**src/rtl/kbd_scan_pkg.sv**
```systemverilog
package kbd_scan_pkg;

   localparam int unsigned KB_W = 8;

   typedef logic [KB_W-1:0] kb_byte_t;

   localparam kb_byte_t KB_SELFTEST = 8'hAA;
   localparam kb_byte_t KB_EXT      = 8'hE0;
   localparam kb_byte_t KB_BRK      = 8'hF0;

   // bit 0: extended marker pending, bit 1: release marker pending
   typedef enum logic [1:0] {
      PFX_NONE = 2'b00,
      PFX_EXT  = 2'b01,
      PFX_BRK  = 2'b10,
      PFX_BOTH = 2'b11
   } pfx_e;

   typedef struct packed {
      kb_byte_t code;
      logic     ext;
      logic     rel;
   } kb_evt_t;

endpackage

```
**src/rtl/kbd_ready_gate.sv**
```systemverilog
module kbd_ready_gate
   import kbd_scan_pkg::*;
#(
   parameter kb_byte_t SELFTEST = KB_SELFTEST
) (
   input  logic     clk,
   input  logic     rst_n,
   input  kb_byte_t rx_byte_i,
   input  logic     rx_valid_i,
   output logic     ready_o,
   output logic     key_vld_o,
   output logic     reattach_o
);

   logic is_st;

   assign is_st      = (rx_byte_i == SELFTEST);
   assign key_vld_o  = rx_valid_i & ready_o & ~is_st;
   assign reattach_o = rx_valid_i & ready_o & is_st;

   always_ff @(posedge clk) begin
      if (!rst_n)                  ready_o <= 1'b0;
      else if (rx_valid_i && is_st) ready_o <= 1'b1;
   end

   // ready never drops outside reset
   p_ready_sticky_r3: assert property (@(posedge clk) disable iff (!rst_n)
      ready_o |=> ready_o);

   // ready rises only after a strobed self-test byte
   p_ready_cause_r2: assert property (@(posedge clk) disable iff (!rst_n)
      $rose(ready_o) |-> $past(rx_valid_i && is_st));

endmodule

```
**src/rtl/kbd_prefix_fsm.sv**
```systemverilog
module kbd_prefix_fsm
   import kbd_scan_pkg::*;
#(
   parameter int unsigned TMO_CYCLES = 50000,
   parameter bit          TIMEOUT_EN = 1'b1
) (
   input  logic     clk,
   input  logic     rst_n,
   input  kb_byte_t rx_byte_i,
   input  logic     key_vld_i,
   input  logic     flush_i,
   output logic     evt_fire_o,
   output kb_evt_t  evt_o
);

   localparam int unsigned TMO_W = $clog2(TMO_CYCLES + 1);

   pfx_e state_q, state_d;
   logic pending;
   logic is_ext, is_brk;
   logic tmo_hit;

   if (TMO_CYCLES < 1) begin : g_bad_tmo
      $error("kbd_prefix_fsm: TMO_CYCLES must be at least 1");
   end

   assign pending = (state_q != PFX_NONE);
   assign is_ext  = (rx_byte_i == KB_EXT);
   assign is_brk  = (rx_byte_i == KB_BRK);

   assign evt_fire_o = key_vld_i & ~is_ext & ~is_brk;
   assign evt_o.code = rx_byte_i;
   assign evt_o.ext  = state_q[0];
   assign evt_o.rel  = state_q[1];

   if (TIMEOUT_EN) begin : g_timer
      localparam logic [TMO_W-1:0] TMO_LAST = TMO_W'(TMO_CYCLES - 1);
      logic [TMO_W-1:0] idle_q;

      assign tmo_hit = pending & ~key_vld_i & ~flush_i & (idle_q == TMO_LAST);

      always_ff @(posedge clk) begin
         if (!rst_n)                       idle_q <= '0;
         else if (key_vld_i || flush_i)    idle_q <= '0;
         else if (pending) begin
            if (idle_q == TMO_LAST)        idle_q <= '0;
            else                           idle_q <= idle_q + 1'b1;
         end
      end

      // idle count never passes the limit while a prefix waits
      p_idle_bound_r9: assert property (@(posedge clk) disable iff (!rst_n)
         pending |-> (idle_q <= TMO_LAST));
   end else begin : g_no_timer
      assign tmo_hit = 1'b0;
   end

   always_comb begin
      state_d = state_q;
      if (flush_i)                 state_d = PFX_NONE;
      else if (key_vld_i) begin
         if (is_ext)               state_d = pfx_e'(state_q | PFX_EXT);
         else if (is_brk)          state_d = pfx_e'(state_q | PFX_BRK);
         else                      state_d = PFX_NONE;
      end
      else if (tmo_hit)            state_d = PFX_NONE;
   end

   always_ff @(posedge clk) begin
      if (!rst_n) state_q <= PFX_NONE;
      else        state_q <= state_d;
   end

   // an emitted event leaves no prefix behind
   p_evt_clears_r8: assert property (@(posedge clk) disable iff (!rst_n)
      evt_fire_o |=> (state_q == PFX_NONE));

   // a repeated self-test byte discards prefixes
   p_flush_clears_r3: assert property (@(posedge clk) disable iff (!rst_n)
      flush_i |=> (state_q == PFX_NONE));

endmodule

```
**src/rtl/kbd_shift_track.sv**
```systemverilog
module kbd_shift_track
   import kbd_scan_pkg::*;
#(
   parameter bit       TRACK_EN   = 1'b1,
   parameter kb_byte_t LEFT_CODE  = 8'h12,
   parameter kb_byte_t RIGHT_CODE = 8'h59
) (
   input  logic    clk,
   input  logic    rst_n,
   input  logic    evt_fire_i,
   input  kb_evt_t evt_i,
   output logic    left_o,
   output logic    right_o
);

   if (TRACK_EN) begin : g_track
      if (LEFT_CODE == RIGHT_CODE) begin : g_bad_codes
         $error("kbd_shift_track: shift codes must differ");
      end

      logic upd;
      assign upd = evt_fire_i & ~evt_i.ext;

      always_ff @(posedge clk) begin
         if (!rst_n) begin
            left_o  <= 1'b0;
            right_o <= 1'b0;
         end else if (upd) begin
            if (evt_i.code == LEFT_CODE)  left_o  <= ~evt_i.rel;
            if (evt_i.code == RIGHT_CODE) right_o <= ~evt_i.rel;
         end
      end

      // shift status moves only on a non-extended event
      p_shift_cause_r10: assert property (@(posedge clk) disable iff (!rst_n)
         !($stable(left_o) && $stable(right_o)) |-> $past(evt_fire_i && !evt_i.ext));
   end else begin : g_no_track
      assign left_o  = 1'b0;
      assign right_o = 1'b0;
   end

endmodule

```
**src/rtl/kbd_scan_decoder.sv**
```systemverilog
module kbd_scan_decoder
   import kbd_scan_pkg::*;
#(
   parameter int unsigned TMO_CYCLES  = 50000,
   parameter bit          TIMEOUT_EN  = 1'b1,
   parameter bit          SHIFT_EN    = 1'b1,
   parameter logic [7:0]  LSHIFT_CODE = 8'h12,
   parameter logic [7:0]  RSHIFT_CODE = 8'h59
) (
   input  logic       clk,
   input  logic       rst_n,
   input  logic [7:0] rx_byte,
   input  logic       rx_valid,
   output logic       dev_ready,
   output logic       evt_valid,
   output logic [7:0] evt_code,
   output logic       evt_ext,
   output logic       evt_release,
   output logic       shift_left,
   output logic       shift_right
);

   logic    key_vld, reattach, fire;
   kb_evt_t evt_c, evt_q;

   kbd_ready_gate #(.SELFTEST(KB_SELFTEST)) ready_i (
      .clk        (clk),
      .rst_n      (rst_n),
      .rx_byte_i  (rx_byte),
      .rx_valid_i (rx_valid),
      .ready_o    (dev_ready),
      .key_vld_o  (key_vld),
      .reattach_o (reattach)
   );

   kbd_prefix_fsm #(.TMO_CYCLES(TMO_CYCLES), .TIMEOUT_EN(TIMEOUT_EN)) pfx_i (
      .clk        (clk),
      .rst_n      (rst_n),
      .rx_byte_i  (rx_byte),
      .key_vld_i  (key_vld),
      .flush_i    (reattach),
      .evt_fire_o (fire),
      .evt_o      (evt_c)
   );

   kbd_shift_track #(
      .TRACK_EN   (SHIFT_EN),
      .LEFT_CODE  (LSHIFT_CODE),
      .RIGHT_CODE (RSHIFT_CODE)
   ) shift_i (
      .clk        (clk),
      .rst_n      (rst_n),
      .evt_fire_i (fire),
      .evt_i      (evt_c),
      .left_o     (shift_left),
      .right_o    (shift_right)
   );

   always_ff @(posedge clk) begin
      if (!rst_n) begin
         evt_valid <= 1'b0;
         evt_q     <= '0;
      end else begin
         evt_valid <= fire;
         if (fire) evt_q <= evt_c;
      end
   end

   assign evt_code    = evt_q.code;
   assign evt_ext     = evt_q.ext;
   assign evt_release = evt_q.rel;

   // every event is tied to a strobed byte
   p_evt_after_byte_r11: assert property (@(posedge clk) disable iff (!rst_n)
      evt_valid |-> $past(rx_valid));

   // event fields hold between events
   p_evt_hold_r11: assert property (@(posedge clk) disable iff (!rst_n)
      !evt_valid |-> ($stable(evt_code) && $stable(evt_ext) && $stable(evt_release)));

   // no key traffic before the self-test byte
   p_evt_ready_r2: assert property (@(posedge clk) disable iff (!rst_n)
      evt_valid |-> dev_ready);

   // shift status holds between events
   p_shift_hold_r11: assert property (@(posedge clk) disable iff (!rst_n)
      !evt_valid |-> ($stable(shift_left) && $stable(shift_right)));

endmodule

```
**config.mk**
```make
export PLATFORM = sky130hd
export DESIGN_NAME = kbd_scan_decoder
export DESIGN_NICKNAME = d
export VERILOG_FILES = /design/src/rtl/kbd_scan_pkg.sv /design/src/rtl/kbd_ready_gate.sv /design/src/rtl/kbd_prefix_fsm.sv /design/src/rtl/kbd_shift_track.sv /design/src/rtl/kbd_scan_decoder.sv
export SDC_FILE = /design/constraint.sdc
export NUM_CORES = 1
export LEC_CHECK = 0
export ABC_AREA = 1
export BUFFER_PORTS_ARGS = -buffer_cell sky130_fd_sc_hd__buf_2
export CAP_MARGIN = 20
export CORE_ASPECT_RATIO = 1.5
export CORE_MARGIN = 2
export CORE_UTILIZATION = 42
export CTS_BUF_LIST = sky130_fd_sc_hd__clkbuf_4
export DETAILED_ROUTE_END_ITERATION = 10
export GPL_ROUTABILITY_DRIVEN = 1
export SLEW_MARGIN = 0
export SYNTH_ARGS = -nofsm -noshare
export SYNTH_HDL_FRONTEND = slang
export SYNTH_HIERARCHICAL = 1
export SYNTH_SLANG_ARGS = --single-unit
```
**constraint.sdc**
```tcl
create_clock -name clk -period 2.5 [get_ports clk]
set_clock_uncertainty 0.2 [all_clocks]
set_input_delay 0.5 -clock clk [delete_from_list [all_inputs] [get_ports clk]]
set_output_delay 0.5 -clock clk [all_outputs]
set_load 0.05 [all_outputs]
```
==> impl_metrics.yaml <==
layout:
  antenna_cells: 0
  drive_gt1_share_pct: 18.87
  fin_cells: 348
  syn_to_final_growth_pct: 10.08
  nets: 313
  final_core_util_pct: 47.14
grt:
  grt_max_degree: 19
  antenna_found_initial: 0
  grt_pass1_wl_um: 6575
  grt_pass1_vias: 1512
  grt.total_usage_pct: 17.51
  grt-ovfl-total: 0
worst_setup_path:
  critPathArrivalTime_ns: 1.80
  path_cells: "buf_2 -> inv_1 -> nand2_1 -> nor2_2 -> a21oi_1 -> inv_1 -> nor2_1 -> inv_1 -> nor2_1 -> nand2_1 -> nor2_2 -> nand2_1 -> nand2_1 -> nor2_1"
  crit_path_start_kind: "primary input"
  critPathCaptureType: "flop"
  worstPathRequired_ns: 2.54
  crit_type: "primary input to flop"
  slowest_delay_ns: 0.23
  slowest_stage: "a21oi_1"
  crit_fanout: 5
  worst_path_most_repeated_cell: "nand2_1"
drt:
  initialDrtViolationCount: 36
  ant_nets: 0
  routed_wl_um: 3698
  vias: 1592
  routed_via_density: 4.575
  wire_per_inst_um: 10.63
  post-route-drc-count: 0
  firstDrtPassIters: 4
floorplan:
  fp.dieH_um: 83.88
  io_pins: 25
  rows: 29
  fp.dieW_um: 57.26
  start_util_pct: 42.82
  core_area_sq_um: 4173
  die-area_sq_um: 4803
synthesis:
  netlist_instances: 279
  yosysTopAreaCell: "dfxtp_1"
  synth_top_area_share_pct: 35.85
  ys_seq_area_share_pct: 35.85
  synth_fp_nets: 291
  ys_types: 23
  synth_area_per_cell_sq_um: 6.404
  netlist_area_sq_um: 1787
  ys_seq_elements: 32
  yosys_warnings: 6
  synth.area.top_cells: "dfxtp_1 (36%), nand2_1 (14%), nor2_1 (13%)"
timing:
  finalHoldViolCount: 0
  setup_viol: 0
  whs_ns: 0.2361
  max_freq_ghz: 0.5656
  setup_tns_ns: 0
  slew_headroom_pct: 80.93
  finalCriticalPeriod_ns: 1.768
  rsz0062_at_grt: "no"
  maxSlewViolCount: 0
  tightest_slew_ns: 0.2860
  timing.final.crit_share_pct: 70.72
  layout_setup_ws_ns: 0.7321
clock_network:
  path_clk_slew_ns: 0.10
  cts_resized: 0
  cts_buffers: 5
  cts_max_level: 2
  cts_hold_buf: 0
  tritoncts: "built"
  root_buffer: "clkbuf_4"
  cts_buffer_depth: 2
  clkLatencyLatePin_ns: 0.33
  cts.sinks: 32
  post_cts_buffers: 0
flow_run:
  maxCapViolCount: 0
place:
  port_buffers: 24
  gp_congestion: 0.8381
  post-dp-hpwl_um: 2895
  place_ws_ns: 0.3861
  dp_cells: 340
status:
  status: "finished, final reports clean"
worst_hold_path:
  holdCritPathClass: "primary input to flop"
power_and_ir_drop:
  ir_worst_vdd_v: 0.0003776
  p_leak_nw: 0.9127
  p_per_area_nw_per_um2: 478.2
placed cells by master, fill, tap and decap left out, drive strengths merged:
cell    netlist  layout
a21oi        11      11
buf          11      26
bufinv        0       1
clkbuf        0       5
clkinv        0       2
dfxtp        32      32
ha            1       1
inv          45      45
nand2        68      68
nand3        15      15
nand4         3       3
nor2         77      77
nor3          9       9
o21ai         5       5
o21bai        1       1
xor2          1       1
logic make-up (layout without fill, tap and decap cells):
| kind of cell | after synthesis | after routing | share of synthesized area, % |
|---|---|---|---|
| AOI/OAI and AO/OA | 17 | 17 | 5.742 |
| xor gates and xnor gates | 1 | 1 | 0.4903 |
| adders and majority gates | 1 | 1 | 0.7002 |
| buffers and inverters | 56 | 79 | 14.36 |
| DFF | 32 | 32 | 35.85 |
| and+or+nand+nor | 172 | 172 | 42.86 |
per-stage QoR:
step	total power [mW]	area, sq um
2_1_floorplan	0.5625	1787
3_3_place_gp	0.5728	1892
3_5_place_dp	0.5727	1892
4_1_cts	0.9615	1967
5_1_grt	0.9929	1967
6_report	0.9405	1967
cell usage after synthesis:
master	n
nand2_1	65
nor2_1	63
inv_1	44
dfxtp_1	32
nand3_1	11
nor2_2	11
a21oi_1	10
buf_4	8
nor3_1	8
nand3_2	4
o21ai_0	4
nand2_2	3
nand4_1	3
nor2_4	3
buf_6	2
a21oi_2	1
buf_2	1
ha_1	1
inv_2	1
nor3_2	1
o21ai_1	1
o21bai_4	1
xor2_1	1
where the power goes:
part           internal, mW  leakage (nW)  switching, mW
sequential            0.510         0.258       0.000296
clock                 0.204        0.0403          0.176
combinational        0.0179         0.615         0.0320
total                 0.732         0.913          0.209
flip-flops by register name (all words and copies together), names as in the netlist:
name and cells:
ready_i/ready_o 1, pfx_i/g_timer.idle_q 16, shift_i/right_o 1, evt_release 1
pfx_i/state_q 2, evt_ext 1, shift_i/left_o 1, evt_valid 1
evt_code 8
metal layers:
metal / vias up / part of all wire [%] / track usage [%] / wire length (um)
met4: 0 / 2.1 / 7.400 / 79
met1: 675 / 41 / 18.94 / 1511
met3: 8 / 3.2 / 4.341 / 120
li1: 881 / - / - / -
met2: 28 / 54 / 31.35 / 1987
met5: - / 0 / 0 / 0
cell type report:
type / count / area, sq um
Inverter: 45 / 168.9
Clock inverter: 3 / 37.54
Clock buffer: 5 / 37.54
Sequential cell: 32 / 640.6
Tap cell: 46 / 57.56
Fill cell: 445 / 2206
Multi-Input combinational cell: 191 / 889.6
Timing Repair Buffer: 26 / 135.1
critical path: cells and delay by family:
| family | cells | cell delay [ns] |
|---|---|---|
| buffers and inverters | 4 | 0.32 |
| AOI/OAI and AO/OA | 1 | 0.23 |
| and+or+nand+nor | 9 | 0.76 |
worst paths after layout:
check | startpoint | end | slack [ns] | cells past startpoint
worst min register to register | evt_release | evt_release | 0.27 | 2
worst max register to register | ready_i/ready_o | shift_i/left_o | 0.78 | 11
worst min-delay path | rx_valid | ready_i/ready_o | 0.24 | 3
worst max-delay path | rx_byte[0] | shift_i/left_o | 0.73 | 14
(Power assumes the default switching activity.)
